<file path="src/rtl/idx_ea_pkg.sv">
package idx_ea_pkg;

  localparam int ADDR_W  = 16;
  localparam int BYTE_W  = 8;
  localparam int SHORT_W = 5;
  localparam int CNT_W   = 2;

  typedef enum logic [3:0] {
    M_OFS5, M_NONE, M_OFS8, M_OFS16,
    M_ACC_A, M_ACC_B, M_ACC_D,
    M_PC8, M_PC16,
    M_INC1, M_INC2, M_DEC1, M_DEC2,
    M_ILL
  } idx_mode_e;

  typedef struct packed {
    idx_mode_e        mode;
    logic             indirect;
    logic [1:0]       rsel;
    logic [CNT_W-1:0] ext_cnt;
  } idx_dec_t;

  function automatic logic [ADDR_W-1:0] sx_short(input logic [SHORT_W-1:0] v);
    return {{(ADDR_W-SHORT_W){v[SHORT_W-1]}}, v};
  endfunction

  function automatic logic [ADDR_W-1:0] sx_byte(input logic [BYTE_W-1:0] v);
    return {{(ADDR_W-BYTE_W){v[BYTE_W-1]}}, v};
  endfunction

  function automatic logic [ADDR_W-1:0] step_of(input idx_mode_e m);
    return (m == M_INC2 || m == M_DEC2) ? ADDR_W'(2) : ADDR_W'(1);
  endfunction

  function automatic logic is_inc(input idx_mode_e m);
    return (m == M_INC1) || (m == M_INC2);
  endfunction

  function automatic logic is_dec(input idx_mode_e m);
    return (m == M_DEC1) || (m == M_DEC2);
  endfunction

endpackage

</file>
<file path="src/rtl/idx_mode_decode.sv">
module idx_mode_decode
  import idx_ea_pkg::*;
(
  input  logic [7:0] postbyte,
  output idx_dec_t   dec
);

  logic       ext_form;
  logic [3:0] code_lo;

  assign ext_form = postbyte[7];
  assign code_lo  = postbyte[3:0];

  always_comb begin
    dec.rsel     = postbyte[6:5];
    dec.indirect = 1'b0;
    dec.mode     = M_OFS5;
    if (ext_form) begin
      dec.indirect = postbyte[4];
      case (code_lo)
        4'h0:    dec.mode = M_INC1;
        4'h1:    dec.mode = M_INC2;
        4'h2:    dec.mode = M_DEC1;
        4'h3:    dec.mode = M_DEC2;
        4'h4:    dec.mode = M_NONE;
        4'h5:    dec.mode = M_ACC_B;
        4'h6:    dec.mode = M_ACC_A;
        4'h8:    dec.mode = M_OFS8;
        4'h9:    dec.mode = M_OFS16;
        4'hB:    dec.mode = M_ACC_D;
        4'hC:    dec.mode = M_PC8;
        4'hD:    dec.mode = M_PC16;
        default: dec.mode = M_ILL;
      endcase
      // single-step auto forms have no indirect variant
      if (postbyte[4] && (dec.mode == M_INC1 || dec.mode == M_DEC1))
        dec.mode = M_ILL;
      if (dec.mode == M_ILL)
        dec.indirect = 1'b0;
    end
    case (dec.mode)
      M_OFS8, M_PC8:   dec.ext_cnt = CNT_W'(1);
      M_OFS16, M_PC16: dec.ext_cnt = CNT_W'(2);
      default:         dec.ext_cnt = '0;
    endcase
  end

endmodule

</file>
<file path="src/rtl/idx_addr_calc.sv">
module idx_addr_calc
  import idx_ea_pkg::*;
(
  input  idx_dec_t            dec,
  input  logic [SHORT_W-1:0]  short_ofs,
  input  logic [BYTE_W-1:0]   ext_b0,
  input  logic [BYTE_W-1:0]   ext_b1,
  input  logic [ADDR_W-1:0]   reg_x,
  input  logic [ADDR_W-1:0]   reg_y,
  input  logic [ADDR_W-1:0]   reg_u,
  input  logic [ADDR_W-1:0]   reg_s,
  input  logic [ADDR_W-1:0]   pc_next,
  input  logic [BYTE_W-1:0]   acc_a,
  input  logic [BYTE_W-1:0]   acc_b,
  output logic [ADDR_W-1:0]   ea,
  output logic                wb_en,
  output logic [ADDR_W-1:0]   wb_val
);

  logic [ADDR_W-1:0] pc_eff, base_reg, base, offset, step;
  logic              pc_form;

  assign pc_form = (dec.mode == M_PC8) || (dec.mode == M_PC16);
  assign pc_eff  = pc_next + {{(ADDR_W-CNT_W){1'b0}}, dec.ext_cnt};
  assign step    = step_of(dec.mode);

  always_comb begin
    case (dec.rsel)
      2'd0:    base_reg = reg_x;
      2'd1:    base_reg = reg_y;
      2'd2:    base_reg = reg_u;
      default: base_reg = reg_s;
    endcase
  end

  assign base = pc_form ? pc_eff : base_reg;

  always_comb begin
    case (dec.mode)
      M_OFS5:          offset = sx_short(short_ofs);
      M_OFS8, M_PC8:   offset = sx_byte(ext_b0);
      M_OFS16, M_PC16: offset = {ext_b0, ext_b1};
      M_ACC_A:         offset = sx_byte(acc_a);
      M_ACC_B:         offset = sx_byte(acc_b);
      M_ACC_D:         offset = {acc_a, acc_b};
      default:         offset = '0;
    endcase
  end

  always_comb begin
    wb_en  = 1'b0;
    wb_val = base;
    ea     = base + offset;
    if (is_inc(dec.mode)) begin
      wb_en  = 1'b1;
      wb_val = base + step;
      ea     = base;
    end else if (is_dec(dec.mode)) begin
      wb_en  = 1'b1;
      wb_val = base - step;
      ea     = base - step;
    end else if (dec.mode == M_ILL) begin
      ea     = '0;
      wb_val = '0;
    end
  end

endmodule

</file>
<file path="src/rtl/idx_ptr_fetch.sv">
module idx_ptr_fetch
  import idx_ea_pkg::*;
#(
  parameter bit PTR_HI_FIRST = 1'b1
) (
  input  logic              clk,
  input  logic              rst_n,
  input  logic              launch,
  input  logic [ADDR_W-1:0] ptr_addr,
  output logic              mem_rd_en,
  output logic [ADDR_W-1:0] mem_addr,
  input  logic [BYTE_W-1:0] mem_rdata,
  output logic              busy,
  output logic              fin,
  output logic [ADDR_W-1:0] ptr_val
);

  typedef enum logic [1:0] {F_IDLE, F_RD_A, F_RD_B, F_WAIT_B} fst_e;

  fst_e              st;
  logic [ADDR_W-1:0] addr_q;
  logic [BYTE_W-1:0] first_q;
  logic              rd_second;

  always_ff @(posedge clk or negedge rst_n) begin
    if (!rst_n) begin
      st      <= F_IDLE;
      addr_q  <= '0;
      first_q <= '0;
    end else begin
      case (st)
        F_IDLE: if (launch) begin
          addr_q <= ptr_addr;
          st     <= F_RD_A;
        end
        F_RD_A: st <= F_RD_B;
        F_RD_B: begin
          first_q <= mem_rdata;
          st      <= F_WAIT_B;
        end
        default: st <= F_IDLE;
      endcase
    end
  end

  assign rd_second = (st == F_RD_B);
  assign mem_rd_en = (st == F_RD_A) || rd_second;
  assign mem_addr  = rd_second ? addr_q + ADDR_W'(1) : addr_q;
  assign busy      = (st != F_IDLE);
  assign fin       = (st == F_WAIT_B);

  generate
    if (PTR_HI_FIRST) begin : g_hi_first
      assign ptr_val = {first_q, mem_rdata};
    end else begin : g_lo_first
      assign ptr_val = {mem_rdata, first_q};
    end
  endgenerate

  // second pointer byte comes from the next address
  a_r8_second_addr: assert property (@(posedge clk) disable iff (!rst_n)
    rd_second |-> mem_addr == $past(mem_addr) + ADDR_W'(1));
  // a launch issues a read in the next cycle
  a_r8_launch_reads: assert property (@(posedge clk) disable iff (!rst_n)
    (launch && !busy) |=> mem_rd_en);
  // result only after a read
  a_r8_fin_after_read: assert property (@(posedge clk) disable iff (!rst_n)
    fin |-> $past(mem_rd_en));

endmodule

</file>
<file path="src/rtl/idx_ea_unit.sv">
module idx_ea_unit
  import idx_ea_pkg::*;
#(
  parameter bit PTR_HI_FIRST = 1'b1
) (
  input  logic        clk,
  input  logic        rst_n,
  input  logic        start,
  input  logic [7:0]  postbyte,
  input  logic [7:0]  ext_b0,
  input  logic [7:0]  ext_b1,
  input  logic [15:0] reg_x,
  input  logic [15:0] reg_y,
  input  logic [15:0] reg_u,
  input  logic [15:0] reg_s,
  input  logic [15:0] pc_next,
  input  logic [7:0]  acc_a,
  input  logic [7:0]  acc_b,
  output logic        mem_rd_en,
  output logic [15:0] mem_addr,
  input  logic [7:0]  mem_rdata,
  output logic        busy,
  output logic        done,
  output logic [15:0] ea,
  output logic [1:0]  ext_used,
  output logic        wb_en,
  output logic [1:0]  wb_sel,
  output logic [15:0] wb_value,
  output logic        illegal
);

  idx_dec_t          dec;
  logic [ADDR_W-1:0] calc_ea, calc_wb_val, ptr_val;
  logic              calc_wb_en, accept, launch, fin;

  logic              done_q, wb_en_q, illegal_q, pend_wb_q, ind_q, inc_q, dec_q;
  logic [ADDR_W-1:0] ea_q, wb_val_q;
  logic [1:0]        wb_sel_q;
  logic [CNT_W-1:0]  ext_q;

  idx_mode_decode u_dec (
    .postbyte (postbyte),
    .dec      (dec)
  );

  idx_addr_calc u_calc (
    .dec       (dec),
    .short_ofs (postbyte[4:0]),
    .ext_b0    (ext_b0),
    .ext_b1    (ext_b1),
    .reg_x     (reg_x),
    .reg_y     (reg_y),
    .reg_u     (reg_u),
    .reg_s     (reg_s),
    .pc_next   (pc_next),
    .acc_a     (acc_a),
    .acc_b     (acc_b),
    .ea        (calc_ea),
    .wb_en     (calc_wb_en),
    .wb_val    (calc_wb_val)
  );

  assign accept = start && !busy;
  assign launch = accept && dec.indirect;

  idx_ptr_fetch #(.PTR_HI_FIRST(PTR_HI_FIRST)) u_fetch (
    .clk       (clk),
    .rst_n     (rst_n),
    .launch    (launch),
    .ptr_addr  (calc_ea),
    .mem_rd_en (mem_rd_en),
    .mem_addr  (mem_addr),
    .mem_rdata (mem_rdata),
    .busy      (busy),
    .fin       (fin),
    .ptr_val   (ptr_val)
  );

  always_ff @(posedge clk or negedge rst_n) begin
    if (!rst_n) begin
      done_q    <= 1'b0;
      wb_en_q   <= 1'b0;
      illegal_q <= 1'b0;
      pend_wb_q <= 1'b0;
      ind_q     <= 1'b0;
      inc_q     <= 1'b0;
      dec_q     <= 1'b0;
      ea_q      <= '0;
      wb_val_q  <= '0;
      wb_sel_q  <= '0;
      ext_q     <= '0;
    end else begin
      done_q  <= 1'b0;
      wb_en_q <= 1'b0;
      if (accept) begin
        ext_q     <= dec.ext_cnt;
        illegal_q <= (dec.mode == M_ILL);
        wb_sel_q  <= dec.rsel;
        wb_val_q  <= calc_wb_val;
        pend_wb_q <= calc_wb_en;
        ind_q     <= dec.indirect;
        inc_q     <= is_inc(dec.mode);
        dec_q     <= is_dec(dec.mode);
        if (!dec.indirect) begin
          done_q  <= 1'b1;
          ea_q    <= calc_ea;
          wb_en_q <= calc_wb_en;
        end
      end
      if (fin) begin
        done_q  <= 1'b1;
        ea_q    <= ptr_val;
        wb_en_q <= pend_wb_q;
      end
    end
  end

  assign done     = done_q;
  assign ea       = ea_q;
  assign ext_used = ext_q;
  assign wb_en    = wb_en_q;
  assign wb_sel   = wb_sel_q;
  assign wb_value = wb_val_q;
  assign illegal  = illegal_q;

  // direct forms finish one cycle after acceptance
  a_r10_direct_done: assert property (@(posedge clk) disable iff (!rst_n)
    (accept && !launch) |=> done);
  // write-back only with the result strobe
  a_r10_wb_with_done: assert property (@(posedge clk) disable iff (!rst_n)
    wb_en |-> done);
  // start while busy leaves the captured results alone
  a_r10_busy_ignores: assert property (@(posedge clk) disable iff (!rst_n)
    (busy && start) |=> ($stable(ext_used) && $stable(illegal) && $stable(wb_sel)));
  // illegal code requests nothing
  a_r9_illegal_quiet: assert property (@(posedge clk) disable iff (!rst_n)
    illegal |-> (!wb_en && ext_used == 2'd0 && !busy));
  // pre-decrement address equals written-back value
  a_r5_dec_addr: assert property (@(posedge clk) disable iff (!rst_n)
    (done && wb_en && dec_q && !ind_q) |-> ea == wb_value);
  // post-increment address is one or two below write-back value
  a_r4_inc_addr: assert property (@(posedge clk) disable iff (!rst_n)
    (done && wb_en && inc_q && !ind_q) |->
      ((wb_value - ea) == 16'd1 || (wb_value - ea) == 16'd2));

endmodule

</file>
<file path="config.mk">
export PLATFORM = sky130hd
export DESIGN_NAME = idx_ea_unit
export DESIGN_NICKNAME = d
export VERILOG_FILES = /design/src/rtl/idx_ea_pkg.sv /design/src/rtl/idx_mode_decode.sv /design/src/rtl/idx_addr_calc.sv /design/src/rtl/idx_ptr_fetch.sv /design/src/rtl/idx_ea_unit.sv
export SDC_FILE = /design/constraint.sdc
export NUM_CORES = 1
export LEC_CHECK = 0
export BUFFER_PORTS_ARGS = -buffer_cell sky130_fd_sc_hd__buf_2
export CORE_MARGIN = 5
export CORE_UTILIZATION = 25
export DETAILED_ROUTE_END_ITERATION = 8
export SYNTH_ARGS = -nofsm -noshare
export SYNTH_HDL_FRONTEND = slang
export SYNTH_SLANG_ARGS = --single-unit
</file>
<file path="constraint.sdc">
create_clock -name clk -period 2.13 [get_ports clk]
set_input_delay 0.213 -clock clk [delete_from_list [all_inputs] [get_ports clk]]
set_output_delay 0.213 -clock clk [all_outputs]
set_load 0.05 [all_outputs]
</file>
==> impl_metrics.csv, run 1 <==
group,metric,value,unit
run_status,status,"finished with violations",
run_status,violations,"negative setup slack",
timing,fin_crit,4.48,ns
finish,finalNetCount,1438,
global_route,track_usage,0.191,
global_route,grt_antenna_before_repair,0,
pwr,power_leakage,5.48,nW
synthesis,yosys_warnings,0,
global_route,grt_pass1_vias,8662,
timing,tightest_slew,0.691,ns
global_route,grt_pass1_wl,46500,um
synthesis,synth.distinct_cells,81,
finish,area_growth,78.3,%
timing,maxSlewViolCount,0,
placement,placed_cell_area,0.0102,sq mm
synthesis,synth_top_flop_cell,"dfrtp_1",
timing,skew,0.00623,ns
route,drtAntennaViolNets,0,
synthesis,synth.avg_cell_area,8.31,sq um
synthesis,synthTopCellsByArea,"dfrtp_1 (25%), mux4_2 (6.7%), nand2_1 (6.2%)",
global_route,grt_max_degree,67,
clock_tree,clk_path_buf_depth,2,
route,via_count,8333,
placement,dp.cells,1548,
synthesis,yosysTopAreaCell,"dfrtp_1",
critical_path,critical_path_class,"in2reg",
global_route,gr-total-overflow,0,
die,die_area,0.0303,sq mm
timing,setup-violations-final,61,
clock_tree,cts_max_level,3,
clock_tree,cts_tree,"built",
critical_path,end_kind,"flop",
timing,relSlewSlack,0.534,
die,die_x,174,um
critical_path,start_kind,"input port",
die,rows,60,
finish,instances_no_fill,1621,
route,post_drt_wl_per_cell,18.5,um
critical_path,cp.required,2.34,ns
synthesis,synth_nets,973,
critical_path,path_max_fanout,4,
clock_tree,clk_latency,0.34,ns
route,drt-initial-drc-count,455,
timing,max_freq,0.223,GHz
placement,io_buffers,187,
finish,n_antenna_cell,0,
clock_tree,cts_buffers,9,
finish,final_area,0.0120,sq mm
timing,fin_ws,-2.35,ns
synthesis,ys_ff_latch,66,
route,dr.pass1.iters,5,
synthesis,syn_area,0.00673,sq mm
timing,rsz0062_at_grt,"true",
min_path,min_path_type,"in2reg",
pwr,power_density,962,mW/mm^2
clock_tree,cts_sinks,66,
synthesis,synth_edf_count,0,
synthesis,synth_top_area_share,0.245,
timing,finalHoldViolations,0,
finish,drive_gt1_frac,0.576,
clock_tree,path_clk_slew,0.06,ns
critical_path,critPathArrivalTime,4.68,ns
route,viasPerCell,5.14,
die,core_area,0.0267,sq mm
placement,gp_congestion,0.980,
run,maxCapViolations,0,
clock_tree,clock-root-buffer,"clkbuf_16",
synthesis,yosysSeqAreaShare,0.245,
timing,tns,-94.84,ns
route,drc,0,
finish,fillers,2613,
placement,dp_hpwl,24200,um
die,die_height,174,um
synthesis,synthArstFlopShare,1.00,
placement,pre_cts_ws,-2.93,ns
die,initial_core_util,0.252,
pwr,ir_worst_vdd,0.475,mV
route,routed_wl,29900,um
timing,period_share,2.10,
die,ios,188,
synthesis,syn_inst,810,
-- cells in the mapped netlist, types with 13 or more instances --
library cell / n
a21o_1: 13
a21oi_1: 44
a22oi_1: 14
clkbuf_1: 32
dfrtp_1: 66
ha_1: 29
inv_1: 29
mux2_2: 23
mux2i_1: 13
mux4_2: 20
nand2_1: 112
nand3_1: 24
nand4_1: 14
nor2_1: 67
nor3_1: 22
o21ai_0: 50
xnor2_1: 25
xor2_1: 14
-- power by group --
group,switching [mW],internal (mW),leakage [nW]
combinational,4.70,3.06,4.55
sequential,0.535,1.84,0.799
clock,0.572,0.825,0.133
total,5.81,5.73,5.48
-- area by class of cell --
type,count,area [sq um],area share
timing repair buffer,498,3610,0.301
inverter,30,125,0.0104
sequential,66,1650,0.138
multi-input combinational,670,5900,0.492
clock inverter,5,37.5,0.00313
tap,341,427,0.0356
clock buffer,11,243,0.0202
-- through the flow --
| step | utilization | hold slack, ns | power [mW] |
|---|---|---|---|
| 4_1_cts | 0.434 | 0.0936 | 11.2 |
| 3_3_place_gp | 0.383 | 0.256 | 9.03 |
| 5_1_grt | 0.449 | 0.122 | 12.2 |
| 6_report | 0.449 | 0.0991 | 11.5 |
| 2_1_floorplan | - | -0.0826 | 6.73 |
| 3_5_place_dp | 0.383 | 0.258 | 9.13 |
-- kinds of logic after synthesis --
kind of cell / count (synthesis) / share of synthesized area
buffers and inverters: 74 / 0.0446
AND/OR/NAND/NOR: 300 / 0.218
AO/OA/AOI/OAI: 243 / 0.253
adder cells (fa/ha/maj): 32 / 0.0628
flip-flops: 66 / 0.245
XOR/XNOR: 39 / 0.0508
multiplexers: 56 / 0.125
-- state kept, by name, indices dropped and copies added, names as in the netlist --
name,count
done,1
u_fetch.first_q,8
illegal,1
ext_used,2
ea,16
wb_en,1
wb_sel,2
pend_wb_q,1
u_fetch.st,2
wb_value,16
u_fetch.addr_q,16
-- worst paths after layout --
kind,startpoint,end,slack (ns),cells after the start
setup / recovery,postbyte[0],ea[15],-2.35,27
hold / removal,mem_rdata[5],ea[5],0.1,3
setup reg to reg,u_fetch.st[0],ea[10],0.25,8
hold reg to reg,wb_value[3],wb_value[3],0.46,2
max in group asynchronous,rst_n,wb_value[5],1.41,3
min in group asynchronous,rst_n,ea[11],0.42,3
-- routing by layer --
layer,vias up,GRT usage,share of wire
met4,0,0.0600,0.034
met1,4011,0.231,0.40
li1,3976,-,-
met3,62,0.0385,0.064
met2,284,0.341,0.50
met5,-,0,0
-- worst max-delay path: stages --
cell,delay (ns)
buf_12,0.09
inv_6,0.03
ha_4,0.27
buf_4,0.10
nand2b_1,0.15
o2bb2ai_1,0.25
buf_4,0.17
a32oi_4,0.06
a21oi_4,0.15
xor2_1,0.17
ha_2,0.25
inv_4,0.04
o21a_1,0.11
a221o_1,0.38
a31oi_4,0.25
ha_4,0.24
o21a_1,0.19
o2111ai_2,0.18
o21ai_2,0.10
nor3_2,0.17
nor3_2,0.06
a211o_1,0.24
a21oi_2,0.13
xor2_1,0.19
mux2i_1,0.12
nor3_2,0.24
o221ai_1,0.13
-- layout by cell type (no fill, tap or decap), drive strengths merged, types with 4 or more instances in the layout --
| cell | synthesis | layout |
|---|---|---|
| ha | 29 | 29 |
| a221o | 12 | 12 |
| nand2 | 112 | 112 |
| o31ai | 4 | 4 |
| o21bai | 5 | 5 |
| mux2i | 13 | 13 |
| nor3 | 24 | 24 |
| a21o | 13 | 13 |
| nand3 | 25 | 25 |
| nor2 | 67 | 67 |
| nor4 | 7 | 7 |
| a22o | 4 | 4 |
| inv | 30 | 32 |
| o21a | 10 | 10 |
| buf | 12 | 495 |
| a31oi | 10 | 10 |
| nand4 | 14 | 14 |
| a222oi | 4 | 4 |
| nand2b | 10 | 10 |
| o311ai | 4 | 4 |
| nor3b | 8 | 8 |
| a21oi | 45 | 45 |
| clkbuf | 32 | 11 |
| xor2 | 14 | 14 |
| mux4 | 20 | 20 |
| o211ai | 11 | 11 |
| and3 | 9 | 9 |
| dfrtp | 66 | 66 |
| a211oi | 6 | 6 |
| nor2b | 4 | 4 |
| o32ai | 4 | 4 |
| and2 | 4 | 4 |
| a22oi | 14 | 14 |
| or3 | 8 | 8 |
| o21ai | 58 | 58 |
| xnor2 | 25 | 25 |
| mux2 | 23 | 23 |
-- repair_timing --
action                     4_1_cts  5_1_grt
gates resized for setup        179       63
hold endpoints to repair        66        0
setup buffers                   55       13
gates cloned                     2        0
setup endpoints to repair       61       63
pin swaps                       87       49
hold buffers                     1        0
Power figures use the tool's default switching activity.
==> run 2, diff against run 1 <==
--- a/config.mk
+++ b/config.mk
@@ -9,6 +9,8 @@
 export CORE_MARGIN = 5
 export CORE_UTILIZATION = 25
 export DETAILED_ROUTE_END_ITERATION = 8
+export GPL_TIMING_DRIVEN = 0
+export RECOVER_POWER = 25
 export SYNTH_ARGS = -nofsm -noshare
 export SYNTH_HDL_FRONTEND = slang
 export SYNTH_SLANG_ARGS = --single-unit
==> run 2 against run 1 <==
The flow finishes with violations (max-capacitance violations, max-slew violations, negative setup slack). Global-route usage down 1.2 points. First-iteration DRC count up 38%. Non-clock buffer count down 174. Core utilization down 5.2 points. Clock power up 5%. Critical path depth up 1. Combinational power down 6.6%. Maximum frequency down 6.4%. Clock-buffer cell count up 1. Clock skew up 0.0049 ns. Highest routed layer unchanged.
==> impl_metrics.csv, run 2 (synthesis results as in run 1) <==
group,metric,value,unit
global_route,gr-total-overflow,0,
timing,skew,0.0111,ns
critical_path,path_max_fanout,8,
timing,max_freq,0.209,GHz
die,die_height,174,um
timing,tightest_slew,1.69,ns
route,drc,0,
clock_tree,cts_sinks,66,
critical_path,start_kind,"input port",
clock_tree,cts_max_level,3,
finish,final_common_cell,"buf_2",
die,initial_core_util,0.252,
run_status,status,"finished with violations",
finish,finalNetCount,1264,
timing,relSlewSlack,-0.124,
timing,fin_ws,-2.65,ns
placement,dp.cells,1334,
route,dr.pass1.iters,5,
finish,n_antenna_cell,0,
critical_path,critPathTopFamily,"compound AO/OA/AOI/OAI gates",
global_route,grt_antenna_before_repair,0,
clock_tree,hold_buffers,0,
placement,pre_cts_ws,-4.18,ns
timing,fin_crit,4.78,ns
global_route,grt_pass1_vias,7649,
clock_tree,cts_tree,"built",
die,rows,60,
pwr,power,11.1,mW
pwr,ir_worst_vdd,0.379,mV
critical_path,critical_path_class,"in2reg",
pwr,power_leakage,4.54,nW
timing,setup-violations-final,58,
route,viasPerCell,5.36,
placement,dp_hpwl,21800,um
finish,instances_no_fill,1447,
clock_tree,clk_path_buf_depth,2,
finish,final_cell_mix,"buf_2 (171), nand2_1 (106), buf_4 (79), dfrtp_1 (66), nor2_1 (54)",
min_path,min_path_type,"in2reg",
route,post_drt_wl_per_cell,19.8,um
clock_tree,clk_latency,0.34,ns
run_status,violations,"max-capacitance violations, max-slew violations, negative setup slack",
global_route,track_usage,0.179,
die,die_area,0.0303,sq mm
critical_path,slowest_delay,0.51,ns
critical_path,end_kind,"flop",
run,maxCapViolations,1,
placement,io_buffers,183,
finish,area_growth,57.8,%
placement,gp_congestion,0.904,
timing,rsz0062_at_grt,"true",
route,via_count,7755,
finish,fillers,2692,
route,drtAntennaViolNets,0,
die,core_area,0.0267,sq mm
finish,final_core_util,0.397,
critical_path,cp.required,2.38,ns
global_route,grt_pass1_wl,43100,um
timing,tns,-96.72,ns
pwr,power_density,1050,mW/mm^2
critical_path,worst-path-buf-inv,7,
timing,finalHoldViolations,0,
clock_tree,cts_buffers,9,
route,routed_wl,28700,um
clock_tree,clock-root-buffer,"clkbuf_16",
timing,maxSlewViolCount,67,
die,ios,188,
clock_tree,path_clk_slew,0.06,ns
timing,period_share,2.24,
critical_path,critPathSlowestCell,"mux4_2",
die,die_x,174,um
finish,drive_gt1_frac,0.496,
critical_path,critPathArrivalTime,5.03,ns
route,drt-initial-drc-count,629,
global_route,grt_max_degree,67,
run 2: path summary, 6_finish.rpt:
kind                            slack [ns]                end  cells after the start          start
worst min register to register        0.47        wb_value[2]                      2    wb_value[2]
min in group asynchronous             0.29  u_fetch.addr_q[1]                      1          rst_n
worst min-delay path                   0.1              ea[5]                      3   mem_rdata[5]
worst max register to register       -0.45             ea[12]                      7  u_fetch.st[1]
worst max-delay path                 -2.65             ea[15]                     28    postbyte[0]
max in group asynchronous             0.80            illegal                      1          rst_n
run 2: worst reg2reg max path: stages (launching register included):
cell and delay, ns:
dfrtp_1 0.43, inv_1 0.12, ha_1 0.22, nand2_1 0.23, nor2_1 0.60, clkbuf_1 0.48, nand4_1 0.18, a22o_1 0.21
run 2: layout make-up:
class                   count  area (sq um)  area share
inverters                  30           120      0.0113
clock inverters             4          32.5     0.00306
clock buffers              12           267      0.0251
well taps                 341           427      0.0402
plain buffers              41           264      0.0249
repair buffers            283          1850       0.174
flip-flops and latches     66          1650       0.155
multi-input cells         670          6010       0.566
run 2: per-stage QoR:
step,area (sq um),hold slack [ns]
after global placement,8480,0.436
final,10600,0.0956
after CTS,10100,0.0126
after global routing,10600,0.119
after detailed placement,8480,0.377
after floorplan,7130,-0.0826
run 2: repair_timing:
action	CTS	global route
buffers inserted	73	34
endpoints found under the setup margin	68	64
pin swaps	74	49
gates resized for setup	194	68
hold endpoints to repair	0	0
run 2: power by group:
group | internal, mW | switching [mW] | total [mW] | leakage (nW)
Clock | 0.889 | 0.579 | 1.47 | 0.141
Sequential | 1.84 | 0.539 | 2.38 | 0.799
Combinational | 2.65 | 4.62 | 7.26 | 3.60
run 2: routing by layer:
layer  track usage  wire length, um
met1         0.232            12200
met2         0.308            13900
met3        0.0363             2120
met4        0.0429              518
met5             0                0
==> run 3, diff against run 2 <==
--- a/config.mk
+++ b/config.mk
@@ -6,10 +6,13 @@
 export NUM_CORES = 1
 export LEC_CHECK = 0
 export BUFFER_PORTS_ARGS = -buffer_cell sky130_fd_sc_hd__buf_2
+export CELL_PAD_IN_SITES_DETAIL_PLACEMENT = 2
+export CELL_PAD_IN_SITES_GLOBAL_PLACEMENT = 2
 export CORE_MARGIN = 5
 export CORE_UTILIZATION = 25
 export DETAILED_ROUTE_END_ITERATION = 8
 export GPL_TIMING_DRIVEN = 0
+export PLACE_DENSITY_LB_ADDON = 0.1
 export RECOVER_POWER = 25
 export SYNTH_ARGS = -nofsm -noshare
 export SYNTH_HDL_FRONTEND = slang
==> run 3 against run 2 <==
The run still ends with max-capacitance violations, max-slew violations, negative setup slack left. Critical path depth grew 1. Worst setup slack worse by 0.19 ns. Final cell count is 0.21% lower. Design area increased by 1.3%. Sequential share of layout area down 0.20 points. Clock-buffer cell count decreased by 2. Worst hold slack improved by 0.017 ns. Clock power grew 11%. Critical endpoint unchanged. Largest cell class unchanged. Largest power group unchanged.
==> impl_metrics.csv, run 3 (synthesis results as in run 1) <==
group,metric,value,unit
run_status,status,"finished with violations",
run_status,violations,"max-capacitance violations, max-slew violations, negative setup slack",
route,post_drt_wl_per_cell,23.0,um
finish,final_core_util,0.403,
critical_path,worst-path-buf-inv,7,
clock_tree,clk_path_buf_depth,2,
global_route,grt_pass1_wl,50200,um
pwr,power,11.5,mW
timing,rsz0062_at_grt,"true",
route,via_count,7675,
global_route,track_usage,0.211,
clock_tree,clock-root-buffer,"clkbuf_16",
clock_tree,cts_max_level,3,
finish,n_antenna_cell,0,
global_route,gr-total-overflow,0,
route,drtAntennaViolNets,0,
clock_tree,hold_buffers,0,
route,viasPerCell,5.32,
placement,io_buffers,183,
critical_path,critPathArrivalTime,5.23,ns
timing,tightest_slew,1.72,ns
placement,dp_hpwl,25200,um
critical_path,slowest_delay,0.51,ns
finish,seq_area,0.00165,sq mm
pwr,ir_worst_vdd,0.425,mV
timing,tns,-104.60,ns
finish,drive_gt1_frac,0.506,
global_route,grt_antenna_before_repair,1,
route,drc,0,
route,drt-initial-drc-count,304,
critical_path,cp.required,2.39,ns
critical_path,critPathSlowestCell,"mux4_2",
die,die_area,0.0303,sq mm
die,initial_core_util,0.252,
finish,final_cell_mix,"buf_2 (171), nand2_1 (102), buf_4 (86), dfrtp_1 (66), nor2_1 (53)",
critical_path,start_kind,"input port",
finish,instances_no_fill,1444,
die,ios,188,
timing,relSlewSlack,-0.145,
critical_path,critical_path_class,"in2reg",
die,core_area,0.0267,sq mm
finish,finalNetCount,1261,
global_route,grt_max_degree,67,
critical_path,end_kind,"flop",
timing,skew,0.00700,ns
global_route,grt_pass1_vias,8678,
timing,max_freq,0.201,GHz
clock_tree,clk_latency,0.34,ns
clock_tree,cts_buffers,9,
timing,maxSlewViolCount,67,
run,maxCapViolations,1,
timing,fin_crit,4.97,ns
clock_tree,path_clk_slew,0.06,ns
finish,fillers,2953,
timing,setup-violations-final,62,
placement,dp.cells,1334,
pwr,power_density,1060,mW/mm^2
min_path,min_path_type,"in2reg",
clock_tree,cts_tree,"built",
placement,gp_congestion,0.816,
route,routed_wl,33300,um
timing,finalHoldViolations,0,
route,dr.pass1.iters,4,
critical_path,path_max_fanout,4,
die,die_x,174,um
die,die_height,174,um
timing,period_share,2.33,
finish,final_common_cell,"buf_2",
timing,fin_ws,-2.84,ns
critical_path,path_common_cell,"ha_4",
critical_path,critPathTopFamily,"compound AO/OA/AOI/OAI gates",
finish,multi_input_area,0.00610,sq mm
die,rows,60,
pwr,power_leakage,4.53,nW
finish,area_growth,59.9,%
clock_tree,cts_sinks,66,
-- run 3: area by class of cell --
cell class              instances  share of cell area
multi-input cells             670               0.567
repair buffers                280               0.170
flip-flops and latches         66               0.153
well taps                     341              0.0397
plain buffers                  41              0.0279
clock buffers                  10              0.0222
inverters                      30              0.0115
clock inverters                 6             0.00837
-- run 3: power breakdown --
part	total, mW	internal, mW	switching, mW
registers	2.39	1.85	0.545
logic	7.43	2.69	4.74
clock network	1.63	1.06	0.572
total	11.5	5.60	5.86
-- run 3: per-layer routing --
metal  global-route usage  routed length (um)  up-vias
met3               0.0228                 989       50
met5                    0                  20        -
li1                     -                   -     3599
met4               0.0736                1090        2
met2                0.401               18000      168
met1                0.246               13200     3856
-- run 3: tightest hold or removal path: stages --
cell and delay (ns):
buf_2 0.09, nand2_1 0.04, o21ai_1 0.06
-- run 3: path summary, 6_finish.rpt --
path | cells past startpoint | start | endpoint | slack (ns)
max in group asynchronous | 1 | rst_n | u_fetch.addr_q[12] | 0.78
min reg2reg | 2 | wb_value[2] | wb_value[2] | 0.46
min | 3 | mem_rdata[0] | ea[0] | 0.11
max reg2reg | 7 | u_fetch.st[1] | ea[12] | -0.65
max | 29 | postbyte[0] | ea[15] | -2.84
min in group asynchronous | 1 | rst_n | ea[2] | 0.30
-- run 3: what timing repair did --
item / in CTS / in global routing
pin swaps: 88 / 47
setup endpoints to repair: 68 / 69
setup buffers: 78 / 21
resized for setup: 239 / 41
-- run 3: stage by stage --
stage	hold slack [ns]	setup slack [ns]	instance area, sq um
6_report	0.113	-2.84	10800
5_1_grt	0.121	-3.08	10800
4_1_cts	0.0227	-2.80	10500
3_5_place_dp	0.380	-4.96	8480
3_3_place_gp	0.444	-4.79	8480
2_1_floorplan	-0.0826	-2.84	7130
